## src/rtl/phy_lpbk_seq.sv

```systemverilog
module phy_lpbk_seq #(
  parameter int DEV_W     = 5,
  parameter int REG_W     = 16,
  parameter int DAT_W     = 16,
  parameter int ID_KNOWN0 = 16'h0043,
  parameter int ID_KNOWN1 = 16'h0240,
  parameter int ID_DEV    = 1,
  parameter int ID_REG    = 2,
  parameter int BAS_DEV   = 1,
  parameter int BAS_REG   = 0,
  parameter int BAS_BIT   = 0,
  parameter int XA_DEV    = 1,
  parameter int XA_REG    = 16'hC017,
  parameter int XA_BIT    = 2,
  parameter int XB_DEV    = 4,
  parameter int XB_REG    = 16'hC000,
  parameter int XB_BIT    = 15
) (
  input  logic             clk,
  input  logic             rst_n,
  input  logic             start,
  input  logic             lpbk_on,
  output logic             mm_req,
  output logic             mm_wr,
  output logic [DEV_W-1:0] mm_dev,
  output logic [REG_W-1:0] mm_reg,
  output logic [DAT_W-1:0] mm_wdata,
  input  logic             mm_done,
  input  logic [DAT_W-1:0] mm_rdata,
  output logic             busy,
  output logic             done,
  output logic [DAT_W-1:0] phy_id
);
  localparam int BIT_W = (DAT_W > 1) ? $clog2(DAT_W) : 1;

  typedef enum logic [1:0] {S_IDLE, S_ISSUE, S_WAIT} st_t;

  st_t             st;
  logic [2:0]      step;
  logic            on_q, basic_q, done_q;
  logic [DAT_W-1:0] id_q, rd_q;

  logic             use_b, second;
  logic [2:0]       last_step;
  logic [DEV_W-1:0] tgt_dev;
  logic [REG_W-1:0] tgt_reg;
  logic [BIT_W-1:0] tgt_bit;
  logic [DAT_W-1:0] mask;

  assign second    = step > 3'd2;
  assign use_b     = second ^ ~on_q;
  assign last_step = basic_q ? 3'd2 : 3'd4;

  always_comb begin
    if (step == 3'd0) begin
      tgt_dev = DEV_W'(ID_DEV);
      tgt_reg = REG_W'(ID_REG);
      tgt_bit = '0;
    end else if (basic_q) begin
      tgt_dev = DEV_W'(BAS_DEV);
      tgt_reg = REG_W'(BAS_REG);
      tgt_bit = BIT_W'(BAS_BIT);
    end else if (use_b) begin
      tgt_dev = DEV_W'(XB_DEV);
      tgt_reg = REG_W'(XB_REG);
      tgt_bit = BIT_W'(XB_BIT);
    end else begin
      tgt_dev = DEV_W'(XA_DEV);
      tgt_reg = REG_W'(XA_REG);
      tgt_bit = BIT_W'(XA_BIT);
    end
  end

  assign mask     = DAT_W'(1) << tgt_bit;
  assign mm_req   = (st == S_ISSUE);
  assign mm_wr    = (step != 3'd0) && !step[0];
  assign mm_dev   = tgt_dev;
  assign mm_reg   = tgt_reg;
  assign mm_wdata = on_q ? (rd_q | mask) : (rd_q & ~mask);
  assign busy     = (st != S_IDLE);
  assign done     = done_q;
  assign phy_id   = id_q;

  always_ff @(posedge clk) begin
    if (!rst_n) begin
      st      <= S_IDLE;
      step    <= '0;
      on_q    <= 1'b0;
      basic_q <= 1'b0;
      done_q  <= 1'b0;
      id_q    <= '0;
      rd_q    <= '0;
    end else begin
      done_q <= 1'b0;
      unique case (st)
        S_IDLE: if (start) begin
          on_q <= lpbk_on;
          step <= '0;
          st   <= S_ISSUE;
        end
        S_ISSUE: st <= S_WAIT;
        S_WAIT: if (mm_done) begin
          if (step == 3'd0) begin
            id_q    <= mm_rdata;
            basic_q <= (mm_rdata == DAT_W'(ID_KNOWN0)) ||
                       (mm_rdata == DAT_W'(ID_KNOWN1));
          end else if (step[0]) begin
            rd_q <= mm_rdata;
          end
          if (step != 3'd0 && step == last_step) begin
            st     <= S_IDLE;
            done_q <= 1'b1;
          end else begin
            step <= step + 3'd1;
            st   <= S_ISSUE;
          end
        end
        default: st <= S_IDLE;
      endcase
    end
  end
endmodule

```

## config.mk

```make
export PLATFORM = sky130hd
export DESIGN_NAME = phy_lpbk_seq
export DESIGN_NICKNAME = d
export VERILOG_FILES = /design/src/rtl/phy_lpbk_seq.sv
export SDC_FILE = /design/constraint.sdc
export NUM_CORES = 1
export LEC_CHECK = 0
export CORE_ASPECT_RATIO = 1.4
export CORE_MARGIN = 4
export CORE_UTILIZATION = 56
export CTS_CLUSTER_DIAMETER = 150
export DETAILED_ROUTE_END_ITERATION = 10
export DONT_BUFFER_PORTS = 1
export GPL_TIMING_DRIVEN = 0
export PLACE_DENSITY = 0.71
export SLEW_MARGIN = 25
export SYNTH_ARGS = -nofsm -noshare
export SYNTH_HDL_FRONTEND = slang
export SYNTH_SLANG_ARGS = --single-unit
```

## constraint.sdc

```tcl
create_clock -name clk -period 1.62 [get_ports clk]
set_clock_uncertainty 0.15 [all_clocks]
set_input_delay 0 -clock clk [delete_from_list [all_inputs] [get_ports clk]]
set_output_delay 0 -clock clk [all_outputs]
set_load 0.05 [all_outputs]
```

After elaboration in Yosys (flattened, before gate mapping)
Cells that the tools add are included.

operators by class
  add/subtract/negate cells = 1
  shift-type cells = 1
  eq/ne operators = 8
  mux-type cells = 20
  bitwise gates (word level) = 6
  $lt $le $gt $ge = 1
  reductions and logical operators = 15

operators by type and width
  kind                  number
  $mux 16               3
  $mux 3                7
  $and 16x16->16        1
  $eq 16x10->1 const B  1
  $eq 16x7->1 const B   1
  $not 16->16           1
  $or 16x16->16         1
  $shl 1x4->16 const A  1
  $mux 4                3
  $reduce_and 4->1      2
  $ne 2x2->1 const B    3
  $pmux 2 s3            1
  $pmux 3 s2            1
  $reduce_and 3->1      2
  $mux 5                1
  $mux 2                2
  $reduce_and 2->1      2
  $reduce_bool 2->1     2
  $add 3x1->3 const B   1
  $eq 3x3->1            1
  $gt 3x2->1 const B    1
  $logic_not 3->1       1
  $reduce_bool 3->1     1
  $eq 2x1->1 const B    1
  other kinds (8)       11

word-level totals
  logic and storage cells = 59
  flip-flop bits (word level) = 40
  input port bits = 21
  output and inout bits = 57

Logic depth before layout (Yosys ltp)
Gate-level depths: netlist of run 1.

  depth in word-level cells = 9
  depth in mapped cells = 8
  depth with buffers taken out = 7

Least setup slack after synthesis of run 1
OpenSTA, ideal clock, no wires.

  path type = register -> output
  start point = register step[0]
  end point = output mm_wdata[2]
  slack = -940 ps
  arrival time = 2410 ps
  required time = 1470 ps
  path buffers = 1
  cell stages (with the launch flop) = 8
  path through = dfxtp_1 -> buf_2 -> inv_1 -> ha_1 -> nand2b_4 -> nand2b_1 -> nor3b_2 -> mux2_1

between the ends
  word-level cells in the longest chain between the ends = 9
  elaborated cells between the ends (all ways) = 11
  those cells by class = order compare: 1; shift: 1; mux: 4; bitwise: 4; reduce/logical: 1

RTL lines
  item                    line  source
  start, declared         39    logic [2:0] step;
  start signal, assigned  114   step <= step + 3'd1;
  $gt 3x2->1              50    assign second = step > 3'd2;
  $xor 1x1->1             51    assign use_b = second ^ ~on_q;
  $mux 4                  63    end else if (use_b) begin
  $mux 4                  59    end else if (basic_q) begin
  $mux 4 *                55    if (step == 3'd0) begin
  $shl 1x4->16 *          74    assign mask = DAT_W'(1) << tgt_bit;
  $not 16->16             79    assign mm_wdata = on_q ? (rd_q | mask) : (rd_q & ~mask);
  $and 16x16->16          79
  $mux 16 *               79
  end, declared           27    output logic [DAT_W-1:0] mm_wdata,

Every way passes the cells marked *; elsewhere a longest branch is shown, timed or not.

Final worst setup path of run 1
Same ends and word-level chain as after synthesis.

==> results of run 1 <==
==> layer usage <==
layer | vias to the layer above | part of all wire | global-route usage
met5 | - | 0 | 0
met3 | 12 | 0.062 | 0.0649
met2 | 54 | 0.55 | 0.404
met1 | 801 | 0.36 | 0.243
met4 | 0 | 0.020 | 0.0742
li1 | 835 | - | -
==> layout by cell type, fill, tap and decap left out, types with 2 or more instances in the layout <==
cell type | netlist | layout
sky130_fd_sc_hd__nand2_1 | 36 | 23
sky130_fd_sc_hd__nand4_1 | 2 | 2
sky130_fd_sc_hd__mux2_4 | 0 | 2
sky130_fd_sc_hd__dfxtp_4 | 0 | 2
sky130_fd_sc_hd__o21ai_4 | 0 | 2
sky130_fd_sc_hd__nor2b_4 | 0 | 2
sky130_fd_sc_hd__nand2b_1 | 3 | 2
sky130_fd_sc_hd__clkbuf_8 | 0 | 5
sky130_fd_sc_hd__buf_4 | 18 | 22
sky130_fd_sc_hd__nand3b_1 | 2 | 2
sky130_fd_sc_hd__o21ai_0 | 4 | 3
sky130_fd_sc_hd__clkbuf_1 | 18 | 17
sky130_fd_sc_hd__nand2b_4 | 1 | 2
sky130_fd_sc_hd__dlygate4sd3_1 | 0 | 20
sky130_fd_sc_hd__ha_4 | 0 | 2
sky130_fd_sc_hd__buf_8 | 0 | 2
sky130_fd_sc_hd__buf_6 | 1 | 8
sky130_fd_sc_hd__inv_1 | 4 | 2
sky130_fd_sc_hd__nor2_1 | 24 | 23
sky130_fd_sc_hd__dfxtp_1 | 40 | 38
sky130_fd_sc_hd__a21oi_1 | 22 | 10
sky130_fd_sc_hd__a21oi_2 | 0 | 12
sky130_fd_sc_hd__clkbuf_2 | 0 | 2
sky130_fd_sc_hd__mux2i_1 | 16 | 16
sky130_fd_sc_hd__conb_1 | 1 | 13
sky130_fd_sc_hd__nand2_2 | 1 | 6
sky130_fd_sc_hd__and3_1 | 2 | 2
sky130_fd_sc_hd__nand2_4 | 0 | 8
==> logic make-up (layout without fill, tap and decap cells) <==
kind of cell | after synthesis | in the layout | share of synthesized area
compound gates | 33 | 33 | 0.0903
xor+xnor | 1 | 1 | 0.00451
fa+ha+maj | 3 | 3 | 0.0193
buf+inv | 45 | 86 | 0.128
flops | 40 | 40 | 0.413
mux | 18 | 18 | 0.0941
other cells | 1 | 13 | 0.00193
simple gates | 91 | 91 | 0.250
==> flip-flops by register name, summed over array words and instances (netlist names) <==
signal and cells:
step 3, phy_id 16, done 1, rd_q 16, basic_q 1, st 2, on_q 1
==> worst min-delay path, cell delays in order <==
cell                      delay [ps]
sky130_fd_sc_hd__and3b_1         270
sky130_fd_sc_hd__nand2_4         130
sky130_fd_sc_hd__nand2_1          80
sky130_fd_sc_hd__a21oi_1          60
==> cell type report <==
type | instances | area (um^2)
fill | 217 | 537
timing repair buffer | 35 | 377
clock buffer | 6 | 72.6
inverter | 5 | 38.8
buffer | 38 | 251
multi-input combinational | 159 | 1180
sequential | 40 | 808
clock inverter | 2 | 35.0
tap | 40 | 50.0
==> power by group <==
part	total, mW	switching [mW]	internal [mW]
Sequential	1.04	0.0453	0.995
Clock	0.801	0.344	0.457
Combinational	0.353	0.230	0.124
==> stage by stage <==
stage,setup TNS [ps],hold WS (ps),worst slack (ps)
4_1_cts,-4450,106,-735
5_1_grt,-6600,183,-726
3_5_place_dp,-3760,-23.6,-484
2_1_floorplan,-1370,-32.6,-394
6_report,-4240,138,-638
3_3_place_gp,-3410,-19.3,-478
==> worst paths after layout <==
path | start | to | slack [ps]
worst max register to register | step[1]$_SDFFE_PN0P_ | step[2]$_SDFFE_PN0P_ | -180
worst min register to register | rd_q[3]$_SDFFE_PN0P_ | rd_q[3]$_SDFFE_PN0P_ | 350
worst max-delay path | step[0]$_SDFFE_PN0P_ | mm_wdata[2] | -640
worst min-delay path | mm_done | phy_id[5]$_SDFFE_PN0P_ | 140
==> what timing repair did <==
item	in CTS	in global routing
setup endpoints to repair	37	49
hold endpoints to repair	40	0
cloned	1	1
hold buffers	20	0
pin swaps	6	22
resized for setup	23	53
buffers inserted	6	9
==> summary by stage, run 1 <==
Synthesis
The per-instance average area after synthesis is 8.36 um^2. In the synthesized netlist the async set-or-reset flop fraction comes to 0. Ranked by instance count, the synthesized netlist is headed by 40 x sky130_fd_sc_hd__dfxtp_1, 36 x sky130_fd_sc_hd__nand2_1, 24 x sky130_fd_sc_hd__nor2_1. In the post-synthesis netlist, the cell with the most instances is sky130_fd_sc_hd__dfxtp_1. The sequential cell area fraction in the yosys report is 0.413. The number of distinct library cells after synthesis is 42. In the synthesized netlist, the number of instances is 232. The total number of yosys warnings is 0. In the synthesized netlist the dominant register cell turns out to be sky130_fd_sc_hd__dfxtp_1. The largest total area in the synthesized netlist belongs to sky130_fd_sc_hd__dfxtp_1. After synthesis, the cell types taking the most area are sky130_fd_sc_hd__dfxtp_1 41%, sky130_fd_sc_hd__mux2i_1 8.3%, sky130_fd_sc_hd__buf_4 7.0%.

The total standard cell area after synthesis is 1940 um^2. The area share of the largest cell type after synthesis is 0.413. Synthesis inferred 40 register bits. The number of enable-type register cells in the synthesized netlist is 0.

Die
The die covers 4480 um^2. In this run the core area contains 25 standard-cell rows. The count of pins on the block boundary is 78. For this configuration, the core starts out at a cell density of 0.580. The floorplan step set the die width to 57.8 um. The core area is 3350 um^2. Measured along the y axis, the die boundary spans 77.7 um.

Critical path
The kind of capture point of the worst setup path is an output pin. The kind of cell adding the most delay to the critical path is simple AND/OR/NAND/NOR gates. The critical setup path kind is flop to output pin.

The number of buffers and inverters on the critical path is 1. STA classifies the critical path startpoint as a flop. The data required time of the worst path is 1470 ps. The critical-path maximum fanout is 4. At the worst endpoint, the arrival time is 2110 ps.

Traced cell by cell, the critical path runs through inv_6 > ha_4 > nor2b_4 > nor3_4 > nor3b_4 > mux2_4. The largest single stage delay on the critical path is 590 ps. Counting buffers and inverters, the worst setup path is 6 cells deep. The largest individual stage delay along the critical path comes from the cell sky130_fd_sc_hd__nor3b_4. The cell depth of the worst flop-to-flop path is 7.

Placed design
In this run the cell area measured after placement is 2120 um^2. The total of buffers placed on input and output ports is 0. The detailed placement HPWL is 3180 um. The placed cell count is 284. The weighted congestion reported at the end of routability-driven placement is 0.745.

Layout
The total inserted antenna cells is 0. In the final design database the tool counted 308 nets. The area growth from synthesis to layout is 44.8%.

Once layout is complete, the utilization of the core stands at 0.840. The area of all placed cells without fillers is 2810 um^2. The filler-free cell count of the finished design is 325. Of the cells placed in the final design, the portion with a size suffix greater than 1 is 0.344.

Clock network
Clock tree synthesis found a total of 40 sinks. Clock latency on the worst-skew pair, taken at its later pin, is 290 ps. No sink is reached through more buffers than the 2 on the longest clock path. The clock tree from TritonCTS is done. The H-tree depth is 2. Clock-pin slew was measured on the worst setup and hold paths at 80 ps. The root buffer cell chosen for the clock tree is sky130_fd_sc_hd__clkbuf_8.

The number of clock buffers added by TritonCTS is 5.

Route
The via count normalized by instance count is 5.24. After detailed routing, the number of remaining DRC violations is 0. The routed wirelength normalized by instance count is 15.7 um. The total length of routed wires is 5090 um. For this run, the detailed router's first-pass iteration total came to 4. The number of DRC markers after the initial detailed-route iteration is 65. The routed layout has 1702 vias.

The final antenna-violating net count is 0.

Timing
The number of endpoints failing setup at the final stage is 23. The transition time at the pin with the least slew margin is 682 ps. The post-layout minimum cycle time is 2260 ps.

The final worst-path cycle share is 1.39. For this run, the top clock speed supported by timing is 443 MHz. Setup repair after global routing could not meet its margin everywhere.

The final count of hold timing violations is 0. Measured against its own limit, the worst slew margin works out to 0.545. The count of pins over their slew limit is 0. The setup slack of the critical path after layout is -638 ps.

Pwr
The leakage power figure is 1.20 nW. For this design the ratio of total power to cell area is 781 nW/um^2. The design draws 2.19 mW.

The worst ir drop on vdd is 0.925 mV.

Min path
The cell count of the worst hold path is 4. The min-delay analysis places its worst path in the category primary input to flop.

Run
Max-cap violations in this run came to 0.

Global route
For this run, the total global-route usage over all layers was measured as 0.224. Entering global routing, the biggest net connects 18 pins. Global routing finished with a remaining overflow of 0.

The global-route wire length before repair is 7860 um. The via count of the first global-routing pass is 1683. The number of antenna violations at the first check in global routing is 0.

Run status
The flow ran to the end, but the final reports show violations. The final reports fail on negative setup slack.
(Power assumes the default switching activity.)
==> run 2: changes to the inputs <==
BUFFER_PORTS_ARGS = -buffer_cell sky130_fd_sc_hd__buf_2   (was default)
CORE_UTILIZATION = 43   (was 56)
DONT_BUFFER_PORTS = default   (was 1)
PLACE_DENSITY = 0.72   (was 0.71)
==> run 2 against run 1 <==
The flow finishes with violations (negative hold slack, negative setup slack). Worst setup slack better by 320 ps. Final cell count is 25% higher. Routed wire length is 9.5% higher. Critical endpoint unchanged. Largest cell class unchanged.
==> summary by stage, run 2 (synthesis results as in run 1) <==
Run status
The run finished, with violations left. The final reports fail on negative hold slack, negative setup slack.

Timing
Setup repair after global routing could not meet its margin everywhere. The count of pins over their slew limit was 0 (unchanged). The final worst-path cycle share is 1.20 (-0.196). The relative max-transition margin is 0.652 (+0.107). The final count of hold timing violations is 3 (+3).

The setup slack of the critical path after layout came to -320 ps (+318 ps). The fmax was 515 MHz (+16%). The transition time at the pin with the least slew margin is 522 ps (-160 ps). The post-layout minimum cycle time came to 1940 ps (-318 ps). The tightest hold margin is -33.5 ps (-172 ps).

The number of endpoints failing setup at the final stage was 30 (+30%).

Die
The core area came to 4310 um^2 (+29%). The area enclosed by the die boundary is 5670 um^2 (+26%). The count of pins on the block boundary is 78 (unchanged).

The effective utilization at floorplan is 0.450 (-0.129). The die extent in x is 64.8 um (+12%). The number of rows created at floorplan came to 28 (+12%). The die height is 87.5 um (+13%).

Layout
The top cell types in the final layout, fill and taps aside, are 45 x sky130_fd_sc_hd__buf_2, 38 x sky130_fd_sc_hd__dfxtp_1, 36 x sky130_fd_sc_hd__nand2_1. Leaving out fill and tap cells, the most frequent cell in the layout is sky130_fd_sc_hd__buf_2. The total inserted antenna cells is 0 (unchanged). The fraction of the core area covered by cells at the end of the flow is 0.719 (-0.120). The post-synthesis to final-layout area growth is 59.7%. The fraction of final layout cells with drive strength greater than 1 is 0.394 (+0.0503). The final layout net count is 369 (+20%).

Route
In this run the top signal layer used is met4. The number of remaining DRC errors is 0 (unchanged). The final antenna-violating net count is 0 (unchanged). The number of DRC markers after the initial detailed-route iteration is 75 (+15%). The via count normalized by instance count is 4.76 (-9.1%). The total number of vias is 1929 (+13%). The iteration count of the initial detailed-routing pass was 4 (unchanged). The total length of routed wires came to 5580 um (+9.5%).

The wire length on met3 is 302 um (-5.0%). The routed length on met2 came to 3050 um (+8.4%). The routed wirelength normalized by instance count is 13.8 um (-12%). The wire length on met1 is 2130 um (+15%).

Critical path
The kind of capture point of the worst setup path is an output pin. The critical-path maximum fanout is 4 (unchanged). The worst endpoint data arrival time came to 1790 ps (-320 ps).

The data required time of the worst path is 1470 ps (about the same). The type of origin of the critical path is a flop. The worst reg-to-reg setup slack came to -210 ps (-30 ps). The worst setup path is of the flop to output pin kind.

Global route
The via count of the first global-routing pass was 1961 (+17%). The number of antenna violations at the first check in global routing was 0 (unchanged). The overall overflow remaining after global route was 0 (unchanged). The total global-route track usage came to 0.198 (-0.0258). The global-route wire length before repair is 8840 um (+12%). The pin count of the biggest net entering global routing was 18 (unchanged).

Clock network
The register clock-pin slew on the reported worst setup and hold paths is 80 ps (about the same). The clock latency on the worst-skew pair is 290 ps (about the same). The number of buffers between clock root and the deepest sink is 2 (unchanged).

The number of clock sinks is 40 (unchanged). The total clock buffers created by CTS is 5 (unchanged). TritonCTS built the clock tree. The H-tree depth is 2 (unchanged). Clock tree synthesis selected as its root buffer the cell sky130_fd_sc_hd__clkbuf_8.

Placed design
The total of buffers placed on input and output ports is 64 (+64). The weighted congestion reported at the end of routability-driven placement is 0.844 (+13%). The detailed placement HPWL is 3610 um (+13%).

Run
The number of max-cap violations is 0 (unchanged).

Min path
The type of the worst min-delay path is primary input to flop.

Pwr
The leakage power figure was 1.51 nW (+26%). The ratio of total power to cell area was 662 nW/um^2 (-15%). The worst ir drop on vdd is 0.609 mV (-34%).
[run 2: through the flow]
step / std cells / power (mW) / setup TNS, ps / cell area [um^2] / setup WS (ps)
after floorplan: 244 / 1.29 / -1370 / 2070 / -394
after global placement: 368 / 1.37 / -1880 / 2460 / -208
after detailed placement: 368 / 1.37 / -2600 / 2460 / -229
after CTS: 409 / 2.05 / -3250 / 3010 / -382
after global routing: 405 / 2.15 / -5000 / 3100 / -396
final: 405 / 2.05 / -2840 / 3100 / -320
[run 2: final cells by class]
class	count	area [um^2]
fill	339	1210
tap	60	75.1
sequential	40	808
inverter	5	26.3
clock buffer	6	72.6
buffer	37	234
multi-input combinational	159	1100
timing repair buffer	97	779
clock inverter	1	5.00
[run 2: timing repair]
action                                  CTS  global route
resized for setup                        43            24
hold endpoints to repair                 39             0
hold buffers                             20             0
buffers inserted                         14             5
pin swaps                                 6            11
endpoints found under the setup margin   36            50
cloned                                    1             0
[run 2: where the power goes]
part           leakage (nW)  internal (mW)  switching [mW]  total, mW
sequential            0.325          0.995          0.0153       1.01
combinational          1.15          0.148           0.260      0.408
clock                0.0410          0.293           0.340      0.633
[run 2: path summary, 6_finish.rpt]
path                               start                endpoint  depth (start not counted)
setup / recovery    step[0]$_SDFFE_PN0P_             mm_wdata[2]                          7
hold / removal              mm_rdata[11]   rd_q[11]$_SDFFE_PN0P_                          3
setup reg to reg    step[1]$_SDFFE_PN0P_    step[1]$_SDFFE_PN0P_                          8
hold reg to reg   phy_id[8]$_SDFFE_PN0P_  phy_id[8]$_SDFFE_PN0P_                          2
[run 2: per-layer routing]
metal | global-route usage | vias up
met1 | 0.213 | 900
li1 | - | 956
met3 | 0.0491 | 10
met5 | 0 | -
met4 | 0.0558 | 0
met2 | 0.376 | 63
[run 2: critical path: stages (launching register included)]
cell                      delay (ps)
sky130_fd_sc_hd__dfxtp_4         390
sky130_fd_sc_hd__inv_6            50
sky130_fd_sc_hd__ha_4            160
sky130_fd_sc_hd__nor2b_4         150
sky130_fd_sc_hd__nor3_4           50
sky130_fd_sc_hd__nor3b_4         220
sky130_fd_sc_hd__mux2_4          330
sky130_fd_sc_hd__buf_8           150
==> run 3: changes to the inputs <==
CORE_UTILIZATION = 52   (was 43)
PLACE_DENSITY = 0.82   (was 0.72)
clock period = 2.5 ns   (was 1.62 ns; I/O delays follow)
==> run 3 against run 2 <==
The flow now finishes without violations. Sequential share of layout area grew 3.5 points. Die area is 16% lower. Highest routed layer unchanged. Utilization up 3.0 points. First-iteration DRC count is 17% lower. Clock-buffer cell count stayed put. Sequential cell count unchanged. Final area down 13%. Via count shrank 3.2%. Combinational power fell by 41%.
==> summary by stage, run 3 (synthesis results as in run 1) <==
Pwr
The share of total power in combinational logic is 0.167 (-0.032). The post-layout total power is 1.45 mW (-29%). The fraction of power spent switching nets was 0.275 (-0.0254). The switching power is 398 uW (-35%).

The ratio of total power to cell area is 536 nW/um^2 (-19%). The register share of total power was 0.449 (-0.043). The internal power consumption is 1.05 mW (-27%). The leakage power figure is 1.37 nW (-9.5%). The clock power share is 0.384 (+0.075).

The worst ir drop on vdd came to 0.557 mV (-8.5%).

Layout
From synthesis to final layout, the design area changed by 39.3%. The total inserted antenna cells was 0 (unchanged). The area of all placed cells without fillers was 2700 um^2 (-13%).

In the layout the commonest cells are 66 x sky130_fd_sc_hd__buf_2, 40 x sky130_fd_sc_hd__dfxtp_1, 36 x sky130_fd_sc_hd__nand2_1. The most common cell after layout, fill and taps aside is sky130_fd_sc_hd__buf_2. The filler-free cell count of the finished design is 379 (-6.4%). The fraction of final layout cells with drive strength greater than 1 is 0.315 (-0.0797). The number of inserted filler cells in the final layout is 284 (-16%). The area used by sequential logic in the layout is 801 um^2 (-0.93%). The multi-input combinational cell area was 951 um^2 (-13%).

The final layout net count came to 360 (-2.4%).

Run
The number of max-cap violations is 0 (unchanged).

Die
The area enclosed by the die boundary was 4790 um^2 (-16%). The die extent in x is 59.6 um (-7.9%). The number of rows created at floorplan was 26 (-7.1%). The count of pins on the block boundary was 78 (unchanged).

The effective utilization at floorplan is 0.537 (+0.0871). The die height is 80.3 um (-8.2%). The core area was 3610 um^2 (-16%).

Global route
The via count of the first global-routing pass is 1732 (-12%). The global-route wire length before repair is 7760 um (-12%). The number of antenna violations at the first check in global routing is 0 (unchanged).

The overall overflow remaining after global route was 0 (unchanged). The total global-route track usage was 0.213 (+0.0151). The pin count of the biggest net entering global routing came to 14 (-4).

Route
The number of DRC markers after the initial detailed-route iteration is 62 (-17%). The via count normalized by instance count came to 4.93 (+3.4%). The routed wirelength normalized by instance count was 12.8 um (-6.7%). The total number of vias is 1867 (-3.2%). The iteration count of the initial detailed-routing pass came to 5 (+1). The total length of routed wires was 4870 um (-13%).

The final antenna-violating net count is 0 (unchanged). The number of remaining DRC errors is 0 (unchanged).

Timing
The setup TNS was 0 ps (+2840 ps). The fmax is 426 MHz. The tightest hold margin is 306 ps (+339 ps). In the finished design, the share of the clock period the worst path needs comes to 0.938.

The number of endpoints failing setup at the final stage came to 0 (-100%). Setup repair after global routing left no endpoint under its margin. The post-layout minimum cycle time is 2350 ps.

The relative max-transition margin is 0.639 (-0.0131). The transition time at the pin with the least slew margin is 542 ps (+19.6 ps). The final count of hold timing violations was 0 (-3). The count of pins over their slew limit is 0 (unchanged).

Critical path
The critical path goes through clkbuf_4 > inv_1 > ha_1 > nor2b_2 > nor3_1 > nor3b_4 > mux2_1 > buf_2. The setup path with the least slack is of type flop to output pin. The worst endpoint data arrival time was 2200 ps (+410 ps).

The data required time of the worst path was 2350 ps (+880 ps). The critical-path maximum fanout is 7 (+3). On the critical path, the stage with the largest delay is an instance of sky130_fd_sc_hd__dfxtp_1. The kind of capture point of the worst setup path is an output pin. STA classifies the critical path startpoint as a flop. The delay contributed by the slowest stage of the critical path was 340 ps (-50 ps).

Clock network
The number of clock sinks came to 40 (unchanged). The clock tree from TritonCTS is done. The clock latency on the worst-skew pair is 300 ps (about the same). The number of buffers between clock root and the deepest sink was 2 (unchanged). The register clock-pin slew on the reported worst setup and hold paths is 80 ps (about the same). The H-tree depth was 2 (unchanged).

The CTS root buffer is sky130_fd_sc_hd__clkbuf_8. The total clock buffers created by CTS is 5 (unchanged).

Run status
The flow ran to the end, and the final reports show no timing, DRC or antenna violations.

Placed design
The detailed placement HPWL is 3510 um (-2.7%). The placed cell count is 350 (-4.9%). The weighted congestion reported at the end of routability-driven placement is 0.801 (-5.1%). The total of buffers placed on input and output ports was 64 (unchanged). The standard cell area after detailed placement was 2360 um^2 (-3.9%).

Min path
The type of the worst min-delay path is flop to flop.
==> run 3: cell types whose count changed in the layout (fill, tap and decap cells not counted), moves of 3 or more <==
cell                             change
sky130_fd_sc_hd__buf_6              -14
sky130_fd_sc_hd__dlymetal6s4s_1      -3
sky130_fd_sc_hd__buf_8               -5
sky130_fd_sc_hd__dlygate4sd3_1       +3
sky130_fd_sc_hd__buf_4              -11
sky130_fd_sc_hd__buf_2              +21
==> run 3: cell type report <==
| class | count | area share |
|---|---|---|
| Buffer | 40 | 0.0856 |
| Clock buffer | 6 | 0.0305 |
| Clock inverter | 2 | 0.0143 |
| Inverter | 5 | 0.00694 |
| Multi-Input combinational cell | 159 | 0.352 |
| Sequential cell | 40 | 0.296 |
| Tap cell | 42 | 0.0194 |
| Timing Repair Buffer | 85 | 0.195 |
==> run 3: path summary, 6_finish.rpt <==
check,from,endpoint,slack (ps),cells after the start
max,step[0]$_SDFFE_PN0P_,mm_wdata[2],150,8
min reg2reg,phy_id[8]$_SDFFE_PN0P_,phy_id[8]$_SDFFE_PN0P_,310,2
max reg2reg,step[0]$_SDFFE_PN0P_,step[1]$_SDFFE_PN0P_,570,7
min,phy_id[8]$_SDFFE_PN0P_,phy_id[8]$_SDFFE_PN0P_,310,2
==> run 3: per-stage QoR <==
stage	setup WS, ps	utilization
3_5_place_dp	353	0.655
4_1_cts	7.34	0.744
6_report	154	0.749
2_1_floorplan	131	-
3_3_place_gp	395	0.655
5_1_grt	13.1	0.749
==> run 3: critical path, delay by kind of cell (launching register included) <==
family	cells	cell delay (ps)
mux	1	340
fa+ha+maj	1	230
buf+inv	3	510
simple gates	3	480
flops	1	340
==> run 3: power by group through the flow <==
| stage | registers (mW) | logic (mW) | clock network [mW] |
|---|---|---|---|
| after global routing | 0.653 | 0.257 | 0.598 |
| after global placement | 0.666 | 0.213 | 0 |
| after CTS | 0.652 | 0.240 | 0.571 |
| after floorplan | 0.686 | 0.142 | 0 |
| final | 0.652 | 0.242 | 0.557 |
| after detailed placement | 0.667 | 0.216 | 0 |
==> run 3: metal layers <==
metal | GRT usage | wire, um | vias to the layer above
li1 | - | - | 939
met1 | 0.239 | 1870 | 833
met2 | 0.365 | 2510 | 83
met3 | 0.0611 | 386 | 12
met4 | 0.0931 | 99 | 0
met5 | 0 | 0 | -
==> run 3: repair_timing <==
item	4_1_cts	5_1_grt
hold endpoints to repair	40	0
buffers inserted	0	1
hold buffers	20	0
setup endpoints to repair	0	1
resized for setup	0	4
